**config.mk**
```make
export PLATFORM = sky130hd
export DESIGN_NAME = cascade_irq_ctrl
export DESIGN_NICKNAME = d
export VERILOG_FILES = /design/src/rtl/cic_pkg.sv /design/src/rtl/cic_lsb_enc.sv /design/src/rtl/cic_port_bank.sv /design/src/rtl/cic_resolver.sv /design/src/rtl/cascade_irq_ctrl.sv
export SDC_FILE = /design/constraint.sdc
export NUM_CORES = 1
export LEC_CHECK = 0
export CAP_MARGIN = 15
export CORE_MARGIN = 10
export CORE_UTILIZATION = 55
export CTS_CLUSTER_DIAMETER = 80
export DETAILED_ROUTE_END_ITERATION = 6
export DONT_BUFFER_PORTS = 1
export PLACE_DENSITY = 0.81
export REMOVE_ABC_BUFFERS = 1
export SLEW_MARGIN = 10
export SYNTH_ARGS = -nofsm -noshare
export SYNTH_HDL_FRONTEND = slang
export SYNTH_HIERARCHICAL = 1
export SYNTH_SLANG_ARGS = --single-unit
```
**constraint.sdc**
```tcl
create_clock -name clk -period 9.6 [get_ports clk]
set_input_delay 0.48 -clock clk [delete_from_list [all_inputs] [get_ports clk]]
set_output_delay 0.48 -clock clk [all_outputs]
set_load 0.05 [all_outputs]
```
**src/rtl/cic_pkg.sv**
```systemverilog
package cic_pkg;

    localparam int ADDR_W = 3;

    typedef enum logic [ADDR_W-1:0] {
        RA_LOW_CAUSE  = 3'd0,
        RA_HIGH_CAUSE = 3'd1,
        RA_PORT_CAUSE = 3'd2,
        RA_LOW_MASK   = 3'd3,
        RA_HIGH_MASK  = 3'd4,
        RA_PORT_MASK  = 3'd5
    } cic_addr_e;

endpackage

```
**src/rtl/cic_lsb_enc.sv**
```systemverilog
// Finds the lowest set bit of a request vector.
module cic_lsb_enc #(
    parameter int W = 32,
    localparam int IW = $clog2(W)
) (
    input  logic [W-1:0]  req,
    output logic          found,
    output logic [IW-1:0] idx
);

    always_comb begin
        found = 1'b0;
        idx   = '0;
        for (int i = W - 1; i >= 0; i--) begin
            if (req[i]) begin
                found = 1'b1;
                idx   = IW'(i);
            end
        end
    end

endmodule

```
**src/rtl/cic_port_bank.sv**
```systemverilog
// Edge-captured sticky cause bank with mask and write-zero-to-clear.
module cic_port_bank #(
    parameter int W = 32
) (
    input  logic         clk,
    input  logic         rst_n,
    input  logic [W-1:0] pin,
    input  logic         wr_cause,
    input  logic         wr_mask,
    input  logic [W-1:0] wdata,
    input  logic [W-1:0] ack_clr,
    output logic [W-1:0] cause,
    output logic [W-1:0] mask,
    output logic [W-1:0] masked
);

    typedef struct packed {
        logic [W-1:0] prev;
        logic [W-1:0] cause;
        logic [W-1:0] mask;
    } pb_state_t;

    pb_state_t st_d, st_q;
    logic [W-1:0] rise;
    logic [W-1:0] keep;

    always_comb begin
        st_d      = st_q;
        rise      = pin & ~st_q.prev;
        keep      = wr_cause ? wdata : '1;
        st_d.prev = pin;
        // new edges win over any clear in the same cycle
        st_d.cause = (st_q.cause & keep & ~ack_clr) | rise;
        if (wr_mask) begin
            st_d.mask = wdata;
        end
    end

    always_ff @(posedge clk or negedge rst_n) begin
        if (!rst_n) begin
            st_q <= '0;
        end else begin
            st_q <= st_d;
        end
    end

    assign cause  = st_q.cause;
    assign mask   = st_q.mask;
    assign masked = st_q.cause & st_q.mask;

endmodule

```
**src/rtl/cic_resolver.sv**
```systemverilog
// Low bank first, then high bank, descending into the port bank on a summary win.
module cic_resolver #(
    parameter int BANK_W   = 32,
    parameter int SUM_BASE = 24,
    localparam int IW      = $clog2(BANK_W),
    localparam int VEC_W   = $clog2(3 * BANK_W + 1)
) (
    input  logic [BANK_W-1:0] low_elig,
    input  logic [BANK_W-1:0] high_elig,
    input  logic [BANK_W-1:0] port_elig,
    output logic              sel_valid,
    output logic [VEC_W-1:0]  sel_num,
    output logic              port_hit,
    output logic [IW-1:0]     port_idx
);

    logic          low_found, high_found, port_found;
    logic [IW-1:0] low_idx, high_idx;

    cic_lsb_enc #(.W(BANK_W)) u_enc_low (
        .req(low_elig), .found(low_found), .idx(low_idx)
    );
    cic_lsb_enc #(.W(BANK_W)) u_enc_high (
        .req(high_elig), .found(high_found), .idx(high_idx)
    );
    cic_lsb_enc #(.W(BANK_W)) u_enc_port (
        .req(port_elig), .found(port_found), .idx(port_idx)
    );

    always_comb begin
        sel_valid = 1'b0;
        sel_num   = '1;
        port_hit  = 1'b0;
        if (low_found) begin
            sel_valid = 1'b1;
            sel_num   = VEC_W'(low_idx);
        end else if (high_found) begin
            if (int'(high_idx) >= SUM_BASE) begin
                if (port_found) begin
                    sel_valid = 1'b1;
                    port_hit  = 1'b1;
                    sel_num   = VEC_W'(2 * BANK_W) + VEC_W'(port_idx);
                end
            end else begin
                sel_valid = 1'b1;
                sel_num   = VEC_W'(BANK_W) + VEC_W'(high_idx);
            end
        end
    end

endmodule

```
**src/rtl/cascade_irq_ctrl.sv**
```systemverilog
module cascade_irq_ctrl #(
    parameter int               BANK_W        = 32,
    parameter logic [31:0]      LOW_IMPL      = 32'h3DFF_FFFE,
    parameter logic [31:0]      HIGH_IMPL     = 32'h0F00_0DB7,
    parameter logic [31:0]      HIGH_MASK_RST = 32'h0F00_0000,
    parameter int               SUM_BASE      = 24,
    parameter int               SUM_CNT       = 4,
    localparam int              VEC_W         = $clog2(3 * BANK_W + 1),
    localparam int              IW            = $clog2(BANK_W),
    localparam int              GRP_W         = BANK_W / SUM_CNT
) (
    input  logic                         clk,
    input  logic                         rst_n,
    input  logic [BANK_W-1:0]            low_src,
    input  logic [BANK_W-1:0]            high_src,
    input  logic [BANK_W-1:0]            port_in,
    input  logic                         reg_we,
    input  logic [cic_pkg::ADDR_W-1:0]   reg_addr,
    input  logic [BANK_W-1:0]            reg_wdata,
    output logic [BANK_W-1:0]            reg_rdata,
    input  logic                         ack_i,
    output logic                         vec_valid,
    output logic [VEC_W-1:0]             vec_num,
    output logic                         cpu_irq
);
    import cic_pkg::*;

    typedef struct packed {
        logic [BANK_W-1:0] low_cause;
        logic [BANK_W-1:0] high_raw;
        logic [BANK_W-1:0] low_mask;
        logic [BANK_W-1:0] high_mask;
    } main_state_t;

    main_state_t st_d, st_q;

    logic [BANK_W-1:0] port_cause, port_mask, port_masked;
    logic [BANK_W-1:0] high_cause;
    logic [SUM_CNT-1:0] summary;
    logic [BANK_W-1:0] low_elig, high_elig;
    logic [BANK_W-1:0] ack_clr;
    logic              wr_pc, wr_pm;
    logic              sel_valid, port_hit;
    logic [VEC_W-1:0]  sel_num;
    logic [IW-1:0]     port_idx;

    // main bank registers
    always_comb begin
        st_d           = st_q;
        st_d.low_cause = low_src;
        st_d.high_raw  = high_src;
        if (reg_we && reg_addr == RA_LOW_MASK) begin
            st_d.low_mask = reg_wdata;
        end
        if (reg_we && reg_addr == RA_HIGH_MASK) begin
            st_d.high_mask = reg_wdata;
        end
    end

    always_ff @(posedge clk or negedge rst_n) begin
        if (!rst_n) begin
            st_q           <= '0;
            st_q.high_mask <= HIGH_MASK_RST[BANK_W-1:0];
        end else begin
            st_q <= st_d;
        end
    end

    // port bank summaries replace the high-bank input bits
    for (genvar g = 0; g < SUM_CNT; g++) begin : g_sum
        assign summary[g] = |port_masked[g*GRP_W +: GRP_W];
    end

    always_comb begin
        high_cause = st_q.high_raw;
        high_cause[SUM_BASE +: SUM_CNT] = summary;
    end

    assign low_elig  = st_q.low_cause & st_q.low_mask & LOW_IMPL[BANK_W-1:0];
    assign high_elig = high_cause & st_q.high_mask & HIGH_IMPL[BANK_W-1:0];

    assign wr_pc = reg_we && (reg_addr == RA_PORT_CAUSE);
    assign wr_pm = reg_we && (reg_addr == RA_PORT_MASK);

    always_comb begin
        ack_clr = '0;
        if (ack_i && port_hit) begin
            ack_clr[port_idx] = 1'b1;
        end
    end

    cic_port_bank #(.W(BANK_W)) u_port (
        .clk      (clk),
        .rst_n    (rst_n),
        .pin      (port_in),
        .wr_cause (wr_pc),
        .wr_mask  (wr_pm),
        .wdata    (reg_wdata),
        .ack_clr  (ack_clr),
        .cause    (port_cause),
        .mask     (port_mask),
        .masked   (port_masked)
    );

    cic_resolver #(.BANK_W(BANK_W), .SUM_BASE(SUM_BASE)) u_res (
        .low_elig  (low_elig),
        .high_elig (high_elig),
        .port_elig (port_masked),
        .sel_valid (sel_valid),
        .sel_num   (sel_num),
        .port_hit  (port_hit),
        .port_idx  (port_idx)
    );

    always_comb begin
        case (reg_addr)
            RA_LOW_CAUSE:  reg_rdata = st_q.low_cause;
            RA_HIGH_CAUSE: reg_rdata = high_cause;
            RA_PORT_CAUSE: reg_rdata = port_cause;
            RA_LOW_MASK:   reg_rdata = st_q.low_mask;
            RA_HIGH_MASK:  reg_rdata = st_q.high_mask;
            RA_PORT_MASK:  reg_rdata = port_mask;
            default:       reg_rdata = '0;
        endcase
    end

    assign vec_valid = sel_valid;
    assign vec_num   = sel_num;
    assign cpu_irq   = sel_valid;

endmodule

```
==> results.md <==
- Status: finished, final reports clean
- Max_cap viols: 0
- Commonest cells after routing, fill and taps aside: dfrtp_1 (216), dlygate4sd3_1 (92), mux2_4 (90), inv_1 (83), conb_1 (78)
- Initial DRT Pass Iterations: 5
- First-pass GRT wire length: between 50 and 60 mm
- R2R Path End: u_port/cause[6]
- I/O Pins: around 180
- Min-delay worst type: in -> async
- Ys flop type: dfrtp_1
- Layout cell share with drive strength beyond 1: between 20% and 30%
- Largest net degree at the start of global routing: approximately 220
- Fin. Hold Viols: 0
- Placed cells: 1,372
- Met2 usage: roughly two fifths
- Final net count: 1,346
- Minimum clock period: 4.83 ns
- Die area: around 0.029 mm^2
- Arr. time, crit path: about 4.4 ns
- Crit path kind: reg -> out
- Total of warnings raised by yosys: 6
- CP max-delay cell: a21oi_1
- PortBufs: 0
- TritonCTS clock tree: yes
- Final setup fails: 0
- Met1 Use GR: approximately 31%
- Insertion delay to the later sink of the worst-skew pair: 0.54 ns
- Ys async rst share: 100%
- Cell Count, Final, Fillers Out: 1,510
- Slack of the critical path: ~4.8 ns
- Overall die height: 169 um
- R2R cell count: 12
- Max Slew Vio Count: 0
- Clock Tree Root: clkbuf_16
- Area contributors post-synth: dfrtp_1 (44%), mux2_4 (11%), mux2_2 (4.4%), buf_4 (4.2%), o32ai_2 (4.0%)
- M3 GR Usage: around 5.7%
- Post-synthesis cell count: 1,093
- Grt ovf: 0
- Number of routed nets with antenna violations: 0
- Startpoint types: flip-flop
- Via count: around 9,000
- DP HPWL: 23.2 mm
- GR Util All Layers: around 24%
- Clock Pin Slew Worst Setup and Hold Paths: ~0.060 ns
- Initial antenna violation count: 1
- Grt peak-use layer: met2
- Number of flops mapped to enable cells by yosys: 0
- Setup bufs post-CTS: 0
- RSZ-0062 raised after global routing: no
- First DRT Iteration DRCs: around 920
- Routed WL per cell: about 23 um
- Leakage: between 6 and 7 nW
- Crit Reg-Reg Startpoint: u_port/cause[19]
- PD cells: between 150 and 200 mW/mm^2
- Crit-path max FO: 5
- Clock Sinks: 220
- Fmax: around 210 MHz
- Num CTS Buffers: 24
- Crit. End Element: primary output
- Peak supply drop: 0.000191 V
- Worst-case register-to-register setup slack: 5.60 ns
- Commonest non-fill, non-tap cell in the layout: dfrtp_1
- Crit path required time: 9.12 ns
- Total Routed Length: roughly 35 mm
- Avg Vias per Cell: between 5 and 6
- Synth top area share: around 44%
- Final worst-path cycle share: 50.3%
- Starting Density: ~56%
- Row cnt: 54
- Area Growth Syn to Fin: 15.1%
- Residual DRC: 0
- Post-synthesis sequential area ratio: ~45%
- Design Power: 2.76 mW
- Core Area: 0.0218 mm^2
- Worst-Margin Slew: between 1 and 1.5 ns
- Rel. slew slack: between 10% and 20%
- Fin Clk Skew: 0.0302 ns
- Setup TNS: 0 ns
- Yosys reg bits: 220
- Syn_area_per_cell: 11.2 um^2
- CP peak stage delay: 0.98 ns
- Vias in the first global route: around 9,400
- Die span in x: approximately 170 um
- Cell variety after synth: between 50 and 60
- Pre-CTS setup slack: 5.42 ns
- H-tree Lvls: 1
- Hold slack: roughly 0.023 ns
- Synth Cell Area: 0.0122 mm^2
- Deepest clock path buffer count: 3
- Critical path, cell by cell: and2_1 -> or4_1 -> o21a_1 -> nor4_1 -> nand3_1 -> nor3_1 -> nand3b_1 -> nor2b_2 -> a21oi_1
- Largest area contributor in the netlist: dfrtp_1
- Placer Congestion: approximately 0.92
-- cell type report --
cell class | instances | area, um^2
well taps | 280 | 350
inverters | 83 | 312
multi-input cells | 757 | 5860
diodes | 1 | 2.50
clock inverters | 10 | 136
clock buffers | 34 | 688
fillers | 1640 | 7770
repair buffers | 125 | 1190
flip-flops and latches | 220 | 5510
-- metal layers --
layer / vias up / part of all wire, % / wire [um]
li1: 4008 / - / -
met1: 4470 / 40 / 14200
met2: 431 / 49 / 17200
met3: 65 / 8.6 / 3040
met4: 0 / 2.6 / 931
met5: - / 0 / 0
-- synth_stat cells, types with 5 or more instances --
library cell,n
dfrtp_1,216
mux2_4,90
inv_1,83
and2_1,75
nor2_1,74
buf_4,68
mux2_2,48
nand2_1,43
nor2b_1,40
a22oi_1,33
o32ai_2,30
a21oi_1,24
nor4_1,21
nor3_1,19
a31oi_1,17
a221oi_1,16
buf_2,14
o21ai_0,13
buf_6,12
clkbuf_1,11
o221ai_1,11
nand3_1,10
a2bb2oi_1,7
mux2i_1,7
nand3b_1,7
nor3b_1,7
o22ai_1,7
a2111oi_0,6
o311ai_0,6
o31ai_1,6
and3b_1,5
nand4b_1,5
or4_1,5
-- cell families (layout without fill, tap and decap cells) --
family                 Yosys count  count (layout)  share of synthesized area [%]
AO/OA/AOI/OAI                  204             204                           14.2
flip-flops                     220             220                           45.1
AND/OR/NAND/NOR                330             330                           15.2
buffers and inverters          193             252                           9.31
multiplexers                   145             145                           16.1
other                            1              79                         0.0307
-- worst max path at each step --
| stage | slack (ns) | start | to |
|---|---|---|---|
| CTS | 4.86 | u_port/mask[4] | vec_num[3] |
| global route | 4.66 | u_port/mask[4] | vec_num[3] |
| floorplan | 5.93 | reg_addr[2] | reg_rdata[25] |
| detailed placement | 5.42 | u_port/mask[4] | vec_num[3] |
| finish | 4.77 | u_port/mask[4] | vec_num[4] |
| global placement | 5.52 | u_port/mask[4] | vec_num[3] |
-- registers in the layout, indices dropped and copies added, names as in the netlist --
signal / count
high_cause: 28
u_port/mask: 32
u_port/cause: 32
u_port/st_q: 32
st_q: 96
-- repair_timing --
| action | in CTS | in global routing |
|---|---|---|
| hold buffers | 93 | 0 |
| gates resized for setup | 0 | 0 |
| hold endpoints to repair | 312 | 0 |
| setup endpoints to repair | 0 | 0 |
-- through the flow --
stage | utilization (%) | instance area, um^2
global route | 64.4 | 14000
floorplan | - | 11700
finish | 64.4 | 14000
CTS | 64.4 | 14000
global placement | 56.2 | 12300
detailed placement | 56.2 | 12300
-- critical path: cells and delay by family, from the launching register on --
kind            cells  cell delay, ns
flops               1            0.41
simple gates        7            2.18
compound gates      2            1.23
-- where the power goes --
| part | switching, mW | internal, mW | total [mW] |
|---|---|---|---|
| logic | 0.350 | 0.312 | 0.662 |
| clock network | 0.387 | 0.580 | 0.967 |
| registers | 0.0854 | 1.05 | 1.13 |
| total | 0.822 | 1.94 | 2.76 |
Note: power is estimated with default switching activity, not from simulation.
